===== src/rtl/clk_ratio_gen.sv =====
module clk_ratio_gen #(
  parameter int SYNC_STAGES = 2
) (
  input  logic       ref_clk,
  input  logic       rst_n,
  input  logic [1:0] ratio_sel,
  input  logic       clk_en,
  output logic       clk_out
);

  logic [SYNC_STAGES-1:0] en_pipe;
  logic [2:0] tick;
  logic [1:0] stage_q;
  logic       run_q;
  logic       div_q;
  logic       full_gate;

  wire       wrap   = (tick == 3'b111);
  wire [2:0] tick_n = tick + 3'd1;

  function automatic logic [1:0] to_stage(input logic [1:0] s);
    case (s)
      2'b00:   return 2'd3;
      2'b01:   return 2'd2;
      2'b11:   return 2'd1;
      default: return 2'd0;
    endcase
  endfunction

  function automatic logic pick(input logic [2:0] t, input logic [1:0] st);
    case (st)
      2'd1:    return t[0];
      2'd2:    return t[1];
      2'd3:    return t[2];
      default: return 1'b0;
    endcase
  endfunction

  logic [1:0] stage_n;
  logic       run_n;
  assign stage_n = wrap ? to_stage(ratio_sel) : stage_q;
  assign run_n   = wrap ? en_pipe[SYNC_STAGES-1] : run_q;

  always_ff @(posedge ref_clk) begin
    if (!rst_n) begin
      en_pipe <= '0;
      tick    <= '0;
      stage_q <= 2'd3;
      run_q   <= 1'b0;
      div_q   <= 1'b0;
    end else begin
      en_pipe <= {en_pipe[SYNC_STAGES-2:0], clk_en};
      tick    <= tick_n;
      stage_q <= stage_n;
      run_q   <= run_n;
      div_q   <= run_n && pick(tick_n, stage_n);
    end
  end

  always_ff @(negedge ref_clk) begin
    if (!rst_n) full_gate <= 1'b0;
    else        full_gate <= run_q && (stage_q == 2'd0);
  end

  assign clk_out = div_q | (ref_clk & full_gate);

endmodule


===== config.mk =====
export PLATFORM = sky130hd
export DESIGN_NAME = clk_ratio_gen
export DESIGN_NICKNAME = d
export VERILOG_FILES = /design/src/rtl/clk_ratio_gen.sv
export SDC_FILE = /design/constraint.sdc
export NUM_CORES = 1
export LEC_CHECK = 0
export ABC_AREA = 1
export BUFFER_PORTS_ARGS = -buffer_cell sky130_fd_sc_hd__buf_4
export CORE_AREA = 3 3 40 42
export CTS_BUF_LIST = sky130_fd_sc_hd__clkbuf_4 sky130_fd_sc_hd__clkbuf_8 sky130_fd_sc_hd__clkbuf_16
export CTS_CLUSTER_SIZE = 30
export DETAILED_ROUTE_END_ITERATION = 10
export DIE_AREA = 0 0 43 45
export SETUP_SLACK_MARGIN = 0.1
export SLEW_MARGIN = 20
export SYNTH_ARGS = -nofsm -noshare
export SYNTH_HDL_FRONTEND = slang
export SYNTH_SLANG_ARGS = --single-unit

===== constraint.sdc =====
create_clock -name ref_clk -period 3.8 [get_ports ref_clk]
set_clock_uncertainty 0.15 [all_clocks]
set_input_delay 0.95 -clock ref_clk [delete_from_list [all_inputs] [get_ports ref_clk]]
set_output_delay 0.95 -clock ref_clk [all_outputs]
set_load 0.05 [all_outputs]

Word level (Yosys, flattened, before mapping):

Index checks and enable logic that the tools add are counted.

* register bits: 10
* output and inout port bits: 1
* logic and storage cells: 24
* input bits: 5

* add/sub/neg operators: 1
* bitwise operators: 2
* reduce and logical (&&, ||, !) cells: 4
* equal/unequal tests: 6
* mux-type cells: 5

Operator list (number)
* == test 2 bit, second input constant: 3
* case mux 2 bit (3 select lines): 1
* == test 2 x 1 -> 1 bit, second input constant: 2
* logical NOT 2 bit: 2
* adder 3 x 1 -> 3 bit, second input constant: 1
* == test 3 bit, second input constant: 1
* case mux 1 bit (3 select lines): 1
* logical AND 1 bit: 2
* 2-to-1 mux 1 bit: 2
* 2-to-1 mux 2 bit: 1
* AND 1 bit: 1
* OR 1 bit: 1

Longest topological paths before layout:

* depth after elaboration: 7
* mapped depth: 9
* gate-level depth less buffers: 9

==> metrics.log <==
INFO  metric outcome = finished, violations left
INFO  metric failed_checks = negative setup slack
INFO  metric max_cap_viol_count = 0
INFO  metric layout_setup_ws = -0.231 ns
INFO  metric post_drt_via_cell_ratio = 4.21
INFO  metric ys.flop_type = dfxtp_1
INFO  metric yosys.area.top_type = dfxtp_1
INFO  metric synthesis.area = 465 sq um
INFO  metric timing.hold.worst.class = register to register
INFO  metric synth-async-reset-ratio = 0%
INFO  metric synthesis.yosys.warnings = 0
INFO  metric ys_ff_latch = 10
INFO  metric tritoncts_clock_tree = built
INFO  metric avgRoutedWirePerCell = 8.35 um
INFO  metric seq_area_frac_synth = 43.0%
INFO  metric drtIter0Drc = 12
INFO  metric ys_top_cells_by_area = dfxtp_1 43%, ha_1 13%, inv_1 9.7%
INFO  metric ioPinCount = 6
INFO  metric vdd_drop_max = 216 uV
INFO  metric timing_worst_setup_path_type = register to output pin
INFO  metric timing.critical_path.from_type = register
INFO  metric critical-path-slowest-cell = dfxtp_1
INFO  metric grt_max_degree = 9
INFO  metric floorplan.die_area = 1940 sq um
INFO  metric critPathMaxFanout = 1
INFO  metric synthDominantCellAreaShare = 43.0%
INFO  metric clk_latency = 0.36 ns
INFO  metric postCtsSetupBuffers = 0
INFO  metric start_util = 36.2%
INFO  metric synth.top_cells.by_count = 12 x inv_1, 11 x nand2_1, 10 x dfxtp_1
INFO  metric slowest_delay = 0.29 ns
INFO  metric holdBufCountCts = 0
INFO  metric place.gp.congestion = 0.679
INFO  metric relSlewSlack = 86.0%
INFO  metric synthesis.area_per_instance = 7.89 sq um
INFO  metric worst-endpoint-arrival = 2.93 ns
INFO  metric post_synth_inst_count = 59
INFO  metric core = 1280 sq um
INFO  metric rsz_0062_raised_after_global_routing = yes
INFO  metric preCtsSetupSlack = 0.201 ns
INFO  metric die_width = 43 um
INFO  metric dr.pass1.iters = 4
INFO  metric via_count = 358
INFO  metric hold_slack = 0.262 ns
INFO  metric crit_chain = a21o_1 -> buf_6
INFO  metric post-synth-top-count-cell = inv_1
INFO  metric report.final.setup_viol = 1
INFO  metric final_max_slew_viol_count = 0
INFO  metric synth_edf_count = 0
INFO  metric routed_wl = 710 um
INFO  metric post-route-drc-count = 0
INFO  metric final-instance-count-excl-fill = 85
INFO  metric die_y = 45 um
INFO  metric wire_length_of_the_first_global_routing_pass = 1.33 mm
INFO  metric clk_pin_slew = 0.06 ns
INFO  metric ys_types = 16
INFO  metric finalHoldViolations = 0
INFO  metric design.final.nets = 81
INFO  metric area_growth_syn_to_layout = 23.9%
INFO  metric setup.worst_path.end_class = output pin
INFO  metric critPathRequiredTime = 2.70 ns
INFO  metric postRouteAntennaNets = 0
INFO  metric fp-row-count = 13
INFO  metric final_layout_size_suffix_gt1_share = 28.6%
INFO  metric cellPowerDensity = 466 nW/um^2
INFO  metric layout.filler_cells = 135
INFO  metric antenna_violations_before_repair = 0
INFO  metric globalRoute.totalOverflow = 0
INFO  metric port_bufs = 5
INFO  metric mappedNetlistNets = 69
INFO  metric half_perimeter_wire_length_after_placement = 527 um
INFO  metric tightest_slew = 0.207 ns
INFO  metric placed_cells = 78
INFO  metric n_antenna_cell = 0
INFO  metric via_count_of_the_first_global_routing_pass = 377
INFO  metric rrSetupSlack = 1.23 ns
INFO  metric global_route.usage.total = 10.2%
INFO  metric leakagePower = 0.331 nW
logic make-up (layout without fill, tap and decap cells):
kind of cell | after synthesis | count (layout) | synth area share, %
AND/OR/NAND/NOR | 26 | 26 | 26.1
buffers and inverters | 15 | 26 | 12.9
flip-flops | 10 | 10 | 43.0
adder cells (fa/ha/maj) | 5 | 5 | 13.4
AO/OA/AOI/OAI | 3 | 3 | 4.57
what timing repair did:
| item | 4_1_cts | 5_1_grt |
|---|---|---|
| pin swaps | 0 | 0 |
| endpoints found under the setup margin | 1 | 1 |
| gates resized for setup | 1 | 0 |
final timing paths:
| kind | startpoint | to | cells past startpoint |
|---|---|---|---|
| max | full_gate$_SDFF_NN0_ | clk_out | 2 |
| min reg2reg | en_pipe[0]$_SDFF_PN0_ | en_pipe[1]$_SDFF_PN0_ | 2 |
| max reg2reg | stage_q[0]$_SDFF_PN1_ | full_gate$_SDFF_NN0_ | 1 |
| min | en_pipe[0]$_SDFF_PN0_ | en_pipe[1]$_SDFF_PN0_ | 2 |
final cells by class:
cell class	instances	area (sq um)	share of cell area [%]
timing repair buffer	4	30.0	5.21
tap	15	18.8	3.25
multi-input combinational	34	205	35.6
sequential	10	200	34.7
clock buffer	8	70.1	12.1
inverter	13	48.8	8.46
clock inverter	1	3.75	0.651
power breakdown:
part	switching (mW)	internal, mW	total (mW)
clock	0.0459	0.0942	0.140
combinational	0.00994	0.00856	0.0185
sequential	0.00147	0.109	0.110
flip-flops by register name (all words and copies together) (netlist names):
name       count
tick           3
en_pipe        2
stage_q        2
div_q          1
full_gate      1
run_q          1
layout by cell type (no fill, tap or decap):
cell,count
o21ai_0,1
nor3_1,1
inv_1,12
buf_6,1
buf_4,4
nor2_2,2
nand2_2,2
a21o_1,1
clkbuf_8,1
or2_1,1
nand3_1,3
nand3_2,1
o21a_2,1
nor2_1,5
ha_1,5
clkbuf_4,6
dfxtp_1,10
inv_2,2
nand2_1,11
critical path: cells and delay by family, from the launching register on:
kind	cells	cell delay, ns
buffers and inverters	1	0.15
DFF	1	0.29
AOI/OAI and AO/OA	1	0.16
layer usage:
layer / track usage, % / share of wire (%) / vias up / routed length, um
met5: 0 / 0 / - / 0
met3: 7.97 / 7.5 / 0 / 53
met4: 9.64 / 0 / 0 / 0
met1: 11.2 / 46 / 152 / 327
met2: 12.0 / 46 / 10 / 328
li1: - / - / 196 / -
through the flow:
| step | instance area [sq um] | total power [mW] | setup TNS [ns] | util, % |
|---|---|---|---|---|
| after detailed placement | 514 | 0.134 | 0 | 40.0 |
| after CTS | 577 | 0.275 | -0.251 | 44.9 |
| after floorplan | 465 | 0.129 | 0 | - |
| after global routing | 577 | 0.292 | -0.304 | 44.9 |
| after global placement | 514 | 0.134 | 0 | 40.0 |
| final | 577 | 0.269 | -0.231 | 44.9 |
No activity file was read; power rests on OpenSTA's default activity.
